`src/rtl/ldw_ctrl_pkg.sv`:
```
package ldw_ctrl_pkg;
  typedef enum logic [2:0] {
    ST_IDLE  = 3'd0,
    ST_SETA  = 3'd1,
    ST_READ  = 3'd2,
    ST_WRITE = 3'd3,
    ST_WAIT  = 3'd4,
    ST_TAKE  = 3'd5,
    ST_SKIP  = 3'd6,
    ST_DONE  = 3'd7
  } state_e;

  typedef struct packed {
    logic alu_ld;
    logic addr_sel;
    logic mem_rd;
    logic wdata_sel;
    logic reg_wr;
    logic pc_ld;
    logic pc_inc;
    logic done;
  } ctrl_t;

  localparam ctrl_t CTRL_IDLE = '{alu_ld: 1'b0, addr_sel: 1'b0, mem_rd: 1'b0,
                                  wdata_sel: 1'b1, reg_wr: 1'b0, pc_ld: 1'b0,
                                  pc_inc: 1'b0, done: 1'b0};
endpackage

```
`src/rtl/ldw_next_state.sv`:
```
module ldw_next_state
  import ldw_ctrl_pkg::*;
#(
  parameter int unsigned     OP_W     = 6,
  parameter logic [OP_W-1:0] OP_LOAD  = 6'h23,
  parameter logic [OP_W-1:0] OP_LTEST = 6'h24
) (
  input  state_e          state_q_i,
  input  logic            test_q_i,
  input  logic            start_i,
  input  logic [OP_W-1:0] opcode_i,
  input  logic            flag_i,
  output state_e          state_d_o,
  output logic            test_d_o
);
  always_comb begin
    state_d_o = state_q_i;
    test_d_o  = test_q_i;
    unique case (state_q_i)
      ST_IDLE: begin
        if (start_i && opcode_i == OP_LOAD) begin
          state_d_o = ST_SETA;
          test_d_o  = 1'b0;
        end else if (start_i && opcode_i == OP_LTEST) begin
          state_d_o = ST_SETA;
          test_d_o  = 1'b1;
        end
      end
      ST_SETA:  state_d_o = ST_READ;
      // read data lands at end of ST_READ; the test path must wait a state
      ST_READ:  state_d_o = test_q_i ? ST_WAIT : ST_WRITE;
      ST_WRITE: state_d_o = ST_DONE;
      ST_WAIT:  state_d_o = flag_i ? ST_TAKE : ST_SKIP;
      ST_TAKE:  state_d_o = ST_DONE;
      ST_SKIP:  state_d_o = ST_DONE;
      ST_DONE:  state_d_o = ST_IDLE;
      default:  state_d_o = ST_IDLE;
    endcase
  end
endmodule

```
`src/rtl/ldw_out_decode.sv`:
```
module ldw_out_decode
  import ldw_ctrl_pkg::*;
(
  input  state_e state_q_i,
  output ctrl_t  ctrl_o
);
  always_comb begin
    ctrl_o = CTRL_IDLE;
    unique case (state_q_i)
      ST_SETA:  ctrl_o.alu_ld = 1'b1;
      ST_READ: begin
        ctrl_o.addr_sel = 1'b1;
        ctrl_o.mem_rd   = 1'b1;
      end
      ST_WRITE: begin
        ctrl_o.wdata_sel = 1'b0;
        ctrl_o.reg_wr    = 1'b1;
      end
      ST_TAKE:  ctrl_o.pc_ld  = 1'b1;
      ST_SKIP:  ctrl_o.pc_inc = 1'b1;
      ST_DONE:  ctrl_o.done   = 1'b1;
      default:  ctrl_o = CTRL_IDLE;
    endcase
  end
endmodule

```
`src/rtl/ldw_ctrl_fsm.sv`:
```
module ldw_ctrl_fsm
  import ldw_ctrl_pkg::*;
#(
  parameter int unsigned     OP_W     = 6,
  parameter logic [OP_W-1:0] OP_LOAD  = 6'h23,
  parameter logic [OP_W-1:0] OP_LTEST = 6'h24
) (
  input  logic            clk_i,
  input  logic            rst_ni,
  input  logic            start_i,
  input  logic [OP_W-1:0] opcode_i,
  input  logic            flag_i,
  output logic            alu_ld_o,
  output logic            addr_sel_o,
  output logic            mem_rd_o,
  output logic            wdata_sel_o,
  output logic            reg_wr_o,
  output logic            pc_ld_o,
  output logic            pc_inc_o,
  output logic            done_o
);
  state_e state_q, state_d;
  logic   test_q, test_d;
  ctrl_t  ctrl;

  ldw_next_state #(
    .OP_W    (OP_W),
    .OP_LOAD (OP_LOAD),
    .OP_LTEST(OP_LTEST)
  ) i_next (
    .state_q_i(state_q),
    .test_q_i (test_q),
    .start_i  (start_i),
    .opcode_i (opcode_i),
    .flag_i   (flag_i),
    .state_d_o(state_d),
    .test_d_o (test_d)
  );

  always_ff @(posedge clk_i or negedge rst_ni) begin
    if (!rst_ni) begin
      state_q <= ST_IDLE;
      test_q  <= 1'b0;
    end else begin
      state_q <= state_d;
      test_q  <= test_d;
    end
  end

  ldw_out_decode i_dec (
    .state_q_i(state_q),
    .ctrl_o   (ctrl)
  );

  assign alu_ld_o    = ctrl.alu_ld;
  assign addr_sel_o  = ctrl.addr_sel;
  assign mem_rd_o    = ctrl.mem_rd;
  assign wdata_sel_o = ctrl.wdata_sel;
  assign reg_wr_o    = ctrl.reg_wr;
  assign pc_ld_o     = ctrl.pc_ld;
  assign pc_inc_o    = ctrl.pc_inc;
  assign done_o      = ctrl.done;

  p_onehot_en_r10: assert property (@(posedge clk_i) disable iff (!rst_ni)
    $onehot0({alu_ld_o, mem_rd_o, reg_wr_o, pc_ld_o, pc_inc_o, done_o}));

  p_start_from_idle_r2: assert property (@(posedge clk_i) disable iff (!rst_ni)
    $rose(alu_ld_o) |-> $past(start_i));

  p_read_after_set_r3: assert property (@(posedge clk_i) disable iff (!rst_ni)
    alu_ld_o |=> (mem_rd_o && addr_sel_o));

  p_write_after_read_r5: assert property (@(posedge clk_i) disable iff (!rst_ni)
    reg_wr_o |-> ($past(mem_rd_o) && !wdata_sel_o));

  p_done_pulse_r6: assert property (@(posedge clk_i) disable iff (!rst_ni)
    done_o |=> (!done_o && !alu_ld_o && !mem_rd_o));

  p_branch_after_wait_r8: assert property (@(posedge clk_i) disable iff (!rst_ni)
    (pc_ld_o || pc_inc_o) |-> ($past(mem_rd_o, 2) && !$past(mem_rd_o)));
endmodule

```
`config.mk`:
```
export PLATFORM = sky130hd
export DESIGN_NAME = ldw_ctrl_fsm
export DESIGN_NICKNAME = d
export VERILOG_FILES = /design/src/rtl/ldw_ctrl_pkg.sv /design/src/rtl/ldw_next_state.sv /design/src/rtl/ldw_out_decode.sv /design/src/rtl/ldw_ctrl_fsm.sv
export SDC_FILE = /design/constraint.sdc
export NUM_CORES = 1
export LEC_CHECK = 0
export CAP_MARGIN = 20
export CORE_AREA = 2 2 39 41
export CTS_BUF_LIST = sky130_fd_sc_hd__clkbuf_4 sky130_fd_sc_hd__clkbuf_8 sky130_fd_sc_hd__clkbuf_16
export DETAILED_ROUTE_END_ITERATION = 16
export DIE_AREA = 0 0 41 43
export SYNTH_ARGS = -nofsm -noshare
export SYNTH_HDL_FRONTEND = slang
export SYNTH_SLANG_ARGS = --single-unit
```
`constraint.sdc`:
```
create_clock -name clk_i -period 1.43 [get_ports clk_i]
set_input_delay 0.286 -clock clk_i [delete_from_list [all_inputs] [get_ports clk_i]]
set_output_delay 0.286 -clock clk_i [all_outputs]
set_load 0.01 [all_outputs]
```
# Word level (Yosys, flattened, before mapping)
# Index checks and enable logic that the tools add are counted.
# Widths: inputs -> output; s select.
op_classes:
  addsub: 0
  eq_ne: 10
  bitwise_logic: 0
  n_reduce_logical: 6
  n_mux: 13
  div: 0
  n_lt_le_gt_ge: 0
  multipliers: 0
  shift: 0
op_table:
  columns: ["operator", "count"]
  rows:
  - ["$pmux 3 s6", 1]
  - ["$eq 3x3->1 const B", 4]
  - ["$eq 6x6->1 const B", 2]
  - ["$mux 3", 3]
  - ["$eq 3x2->1 const B", 2]
  - ["$mux 1", 6]
  - ["$mux 2", 3]
  - ["$eq 3x1->1 const B", 1]
  - ["$logic_not 3->1", 1]
  - ["$ne 3x1->1 const B", 1]
  - ["$reduce_or 3->1", 1]
  - ["$logic_and 1x1->1", 2]
  - ["$reduce_and 2->1", 1]
  - ["$reduce_bool 2->1", 1]
totals:
  output_inout_bits: 8
  mem_count: 0
  latch_bits: 0
  wordCells: 31
  in_bits: 10
  rom_bits: 0
  mem_bits_rw: 0
  ff_bits: 4

# Longest topological paths before layout
depth:
  ltp_word: 5
  ltp_mapped: 4
  mapped_depth_nobuf: 3

# Cells and area by module
# From an unflattened synthesis, not the netlist that was laid out.
hier_totals:
  cells_unflattened: 36
  hier_area_um2: 322.8
by_module_without_submodules:
  columns: ["module", "cells_per_inst", "instances", "area_per_inst_um2", "seq_area_each_um2"]
  rows:
  - ["ldw_next_state", 24, 1, 155.1, 0.0]
  - ["ldw_ctrl_fsm", 4, 1, 100.1, 100.1]
  - ["ldw_out_decode", 8, 1, 67.6, 0.0]

# Least setup slack after synthesis
# Ideal clock, no wire load.
synth_path:
  kind: "flip-flop to output port"
  start: "reg state_q[2]"
  end: "out mem_rd_o"
  path_stages_with_launch: 5
  path_buffers: 2
  required_ns: 1.144
  setup_slack_ns: 0.231
  arrival_time_ns: 0.913
  path_cell_list: "dfrtp_1 > buf_2 > inv_1 > and3_1 > buf_4"
synth_between:
  elab_chain_cells: 2
synth_lines:
  columns: ["element", "line_no", "text"]
  rows:
  - ["from (decl)", "ldw_ctrl_fsm.sv:22", "state_e state_q, state_d;"]
  - ["from (signal assigned)", "ldw_ctrl_fsm.sv:45", "state_q <= state_d;"]
  - ["$eq 3x2->1", "ldw_out_decode.sv:9", "unique case (state_q_i)"]
  - ["$mux 2", "ldw_out_decode.sv:9", null]
  - ["to (decl)", "ldw_ctrl_fsm.sv:15", "output logic mem_rd_o,"]
# Every way passes these cells.

# Worst setup path in the final report
layout_path:
  start: "reg state_q[2]"
  end: "out addr_sel_o"
layout_between:
  elab_chain_cells: 2
layout_lines:
  columns: ["element", "line_no", "text"]
  rows:
  - ["$eq 3x2->1", "ldw_out_decode.sv:9", null]
  - ["$mux 2", "ldw_out_decode.sv:9", null]
  - ["to (decl)", "ldw_ctrl_fsm.sv:14", "output logic addr_sel_o,"]
# Every way passes these cells.

==> qor.txt <==
Diodes inserted = 0
Ys Warns = 0
I/O pins = 18
Fmax = 722 MHz
Final setup violation count = 0
Register bit count reported by yosys = 4
Root Driver = clkbuf_4
Vias in the first global route = 331
Setup TNS = 0 ns
Sequential fraction of the synthesis area = 32.0%
Global-route wire length before repair = 1300 microns
Period utilization = 96.9%
Area of the multi-input gates = 204 sq um
Slowest stage cell, crit path = dfrtp_1
Max-Cap Viols = 0
Final HPWL DP = 566 microns
Final min period = 1.39 ns
Num CTS Buffers = 3
Worst-margin pin slew = 0.217 ns
Final Cell Area = 641 sq um
Initial core utilization = 22.6%
Syn Nets = 47
Layout cells sized above 1 = 52.9%
Place WS = -0.108 ns
CP Launch Type = flip-flop
Core area = 1380 sq um
Fillers = 137
Clock Path Buffers = 2
Critical Path Fanout Max = 4
Register area = 101 sq um
Slew HR = 85.4%
Clk_lat worst skew = 0.23 ns
Die ar. = 1760 sq um
Synth area leaders = dfrtp_1 (32%), and3_1 (6.0%), a22oi_2 (4.0%)
CP Cell Sequence = buf_6, inv_2, and3_4, buf_6
Syn Inst Count = 37
CTS sink cnt = 4
Hold_ws = 0.253 ns
Met1 global-route usage = 13.7%
Worst endpoint data arrival time = 1.10 ns
Cell Area, Placed = 546 sq um
Hold_buf cts = 0
Routing usage on met2 = 15.0%
Vias = 391
Area growth from synthesis to layout = 105%
Number of port buffers = 17
Final WS setup = 0.0440 ns
Worst Setup Path Type = reg -> out
Status = completed
Most Crowded Layer GR = met2
Clock transition at path regs = 0.04 ns
RSZ-0062 raised after global routing = true
Crit. End Element = primary output
Final Max Tran Viols = 0
Initial DRT Pass Iterations = 1
Largest net degree at the start of global routing = 9
H-tree level count = 1
Fin nets = 80
Avg WL per Cell = 9.52 microns
Die X = 41 microns
Synth cell types = 24
Via-per-instance ratio = 4.65
Cell Area, Synth = 313 sq um
Top cell by count, worst path = buf_6
WP data required = 1.14 ns
GRT met3 Usage = 4.71%
Worst min path class = in -> async
Antenna violations before repair = 0
Grt ovf = 0
P per Cell Area = 1930 nW/um^2
Total Routed Length = 800 microns
Total GRT Usage = 10.9%
Share of the synthesized area in the top cell type = 32.0%
Rows = 14
Fin Clk Skew = 0.00354 ns
Final Wtd Congestion = 0.606
Area leader, netlist = dfrtp_1
Leakage = 0.305 nW
DRC Markers = 0
Die height = 43 microns
DRT antenna net count = 0
Utilization after layout = 46.3%
Syn Area/Cell = 8.45 sq um
Initial DRC Count = 0
Final hold viol count = 0
Worst VDD drop = 0.605 mV
CTS tree = built
Crit-path max cell delay = 0.41 ns
## kinds of logic after synthesis
group	after synthesis	synth area share [%]
compound gates	9	21.6
buf+inv	7	10.4
flops	4	32.0
simple gates	17	36.0
## path summary, 6_finish.rpt
check,startpoint,to,slack [ns],cells after the start
max,state_q[2],addr_sel_o,0.04,4
min,rst_ni,state_q[2],0.25,1
max reg2reg,state_q[2],state_q[0],0.06,5
min reg2reg,test_q,test_q,0.57,1
max in group asynchronous,rst_ni,state_q[1],1.00,1
min in group clk_i,test_q,test_q,0.57,1
## report_power, final
part / internal (mW) / leakage [nW] / switching [mW]
Clock: 0.0938 / 0.0138 / 0.0449
Combinational: 0.538 / 0.250 / 0.342
Sequential: 0.161 / 0.0413 / 0.0558
## repair_timing
action                     in CTS  in global routing
resized for setup              30                 15
pin swaps                       0                  2
setup endpoints to repair       8                  7
setup buffers                   4                  2
## layout by cell type (no fill, tap or decap), drive strengths merged
master,Yosys,layout
buf,3,20
clkdlybuf4s50,0,9
clkbuf,0,5
inv,4,4
dfrtp,4,4
and3,3,3
nand2,2,2
nor2,2,2
o21ai,2,2
a21oi,2,2
nor2b,2,2
nor3,2,2
a211o,1,1
or3b,1,1
nand3,1,1
and3b,1,1
nor3b,1,1
and4bb,1,1
a22oi,1,1
nand4b,1,1
a32o,1,1
a21o,1,1
o2bb2ai,1,1
## cells in the mapped netlist (all sizes together)
| library cell | n |
|---|---|
| nor3 | 2 |
| nand3 | 1 |
| a211o | 1 |
| a21o | 1 |
| a22oi | 1 |
| nand2 | 2 |
| nor3b | 1 |
| and3 | 3 |
| a32o | 1 |
| o21ai | 2 |
| dfrtp | 4 |
| and3b | 1 |
| nor2 | 2 |
| nor2b | 2 |
| and4bb | 1 |
| buf | 3 |
| nand4b | 1 |
| o2bb2ai | 1 |
| or3b | 1 |
| a21oi | 2 |
| inv | 4 |
## sequential cells by signal, summed over array words and instances (netlist names)
register	flops
state_q	3
test_q	1
## worst max-delay path: cells and delay by family, from the launching register on
kind | cells | cell delay [ns]
simple gates | 1 | 0.18
flops | 1 | 0.41
buf+inv | 3 | 0.27
## final cells by class
class	count	area share, %
flip-flops and latches	4	15.8
well taps	16	3.13
repair buffers	31	43.4
clock buffers	3	3.52
inverters	4	2.34
multi-input cells	26	31.8
## per-layer routing
metal  share of wire, %  wire [microns]
met3                7.8              62
met1                 42             335
met2                 50             401
met5                  0               0
met4                  0               0
## stage by stage
| stage | power (mW) | cells |
|---|---|---|
| after global placement | 0.890 | 75 |
| after global routing | 1.35 | 84 |
| after floorplan | 0.530 | 37 |
| after detailed placement | 0.888 | 75 |
| after CTS | 1.07 | 82 |
| final | 1.24 | 84 |
(Power assumes the default switching activity.)
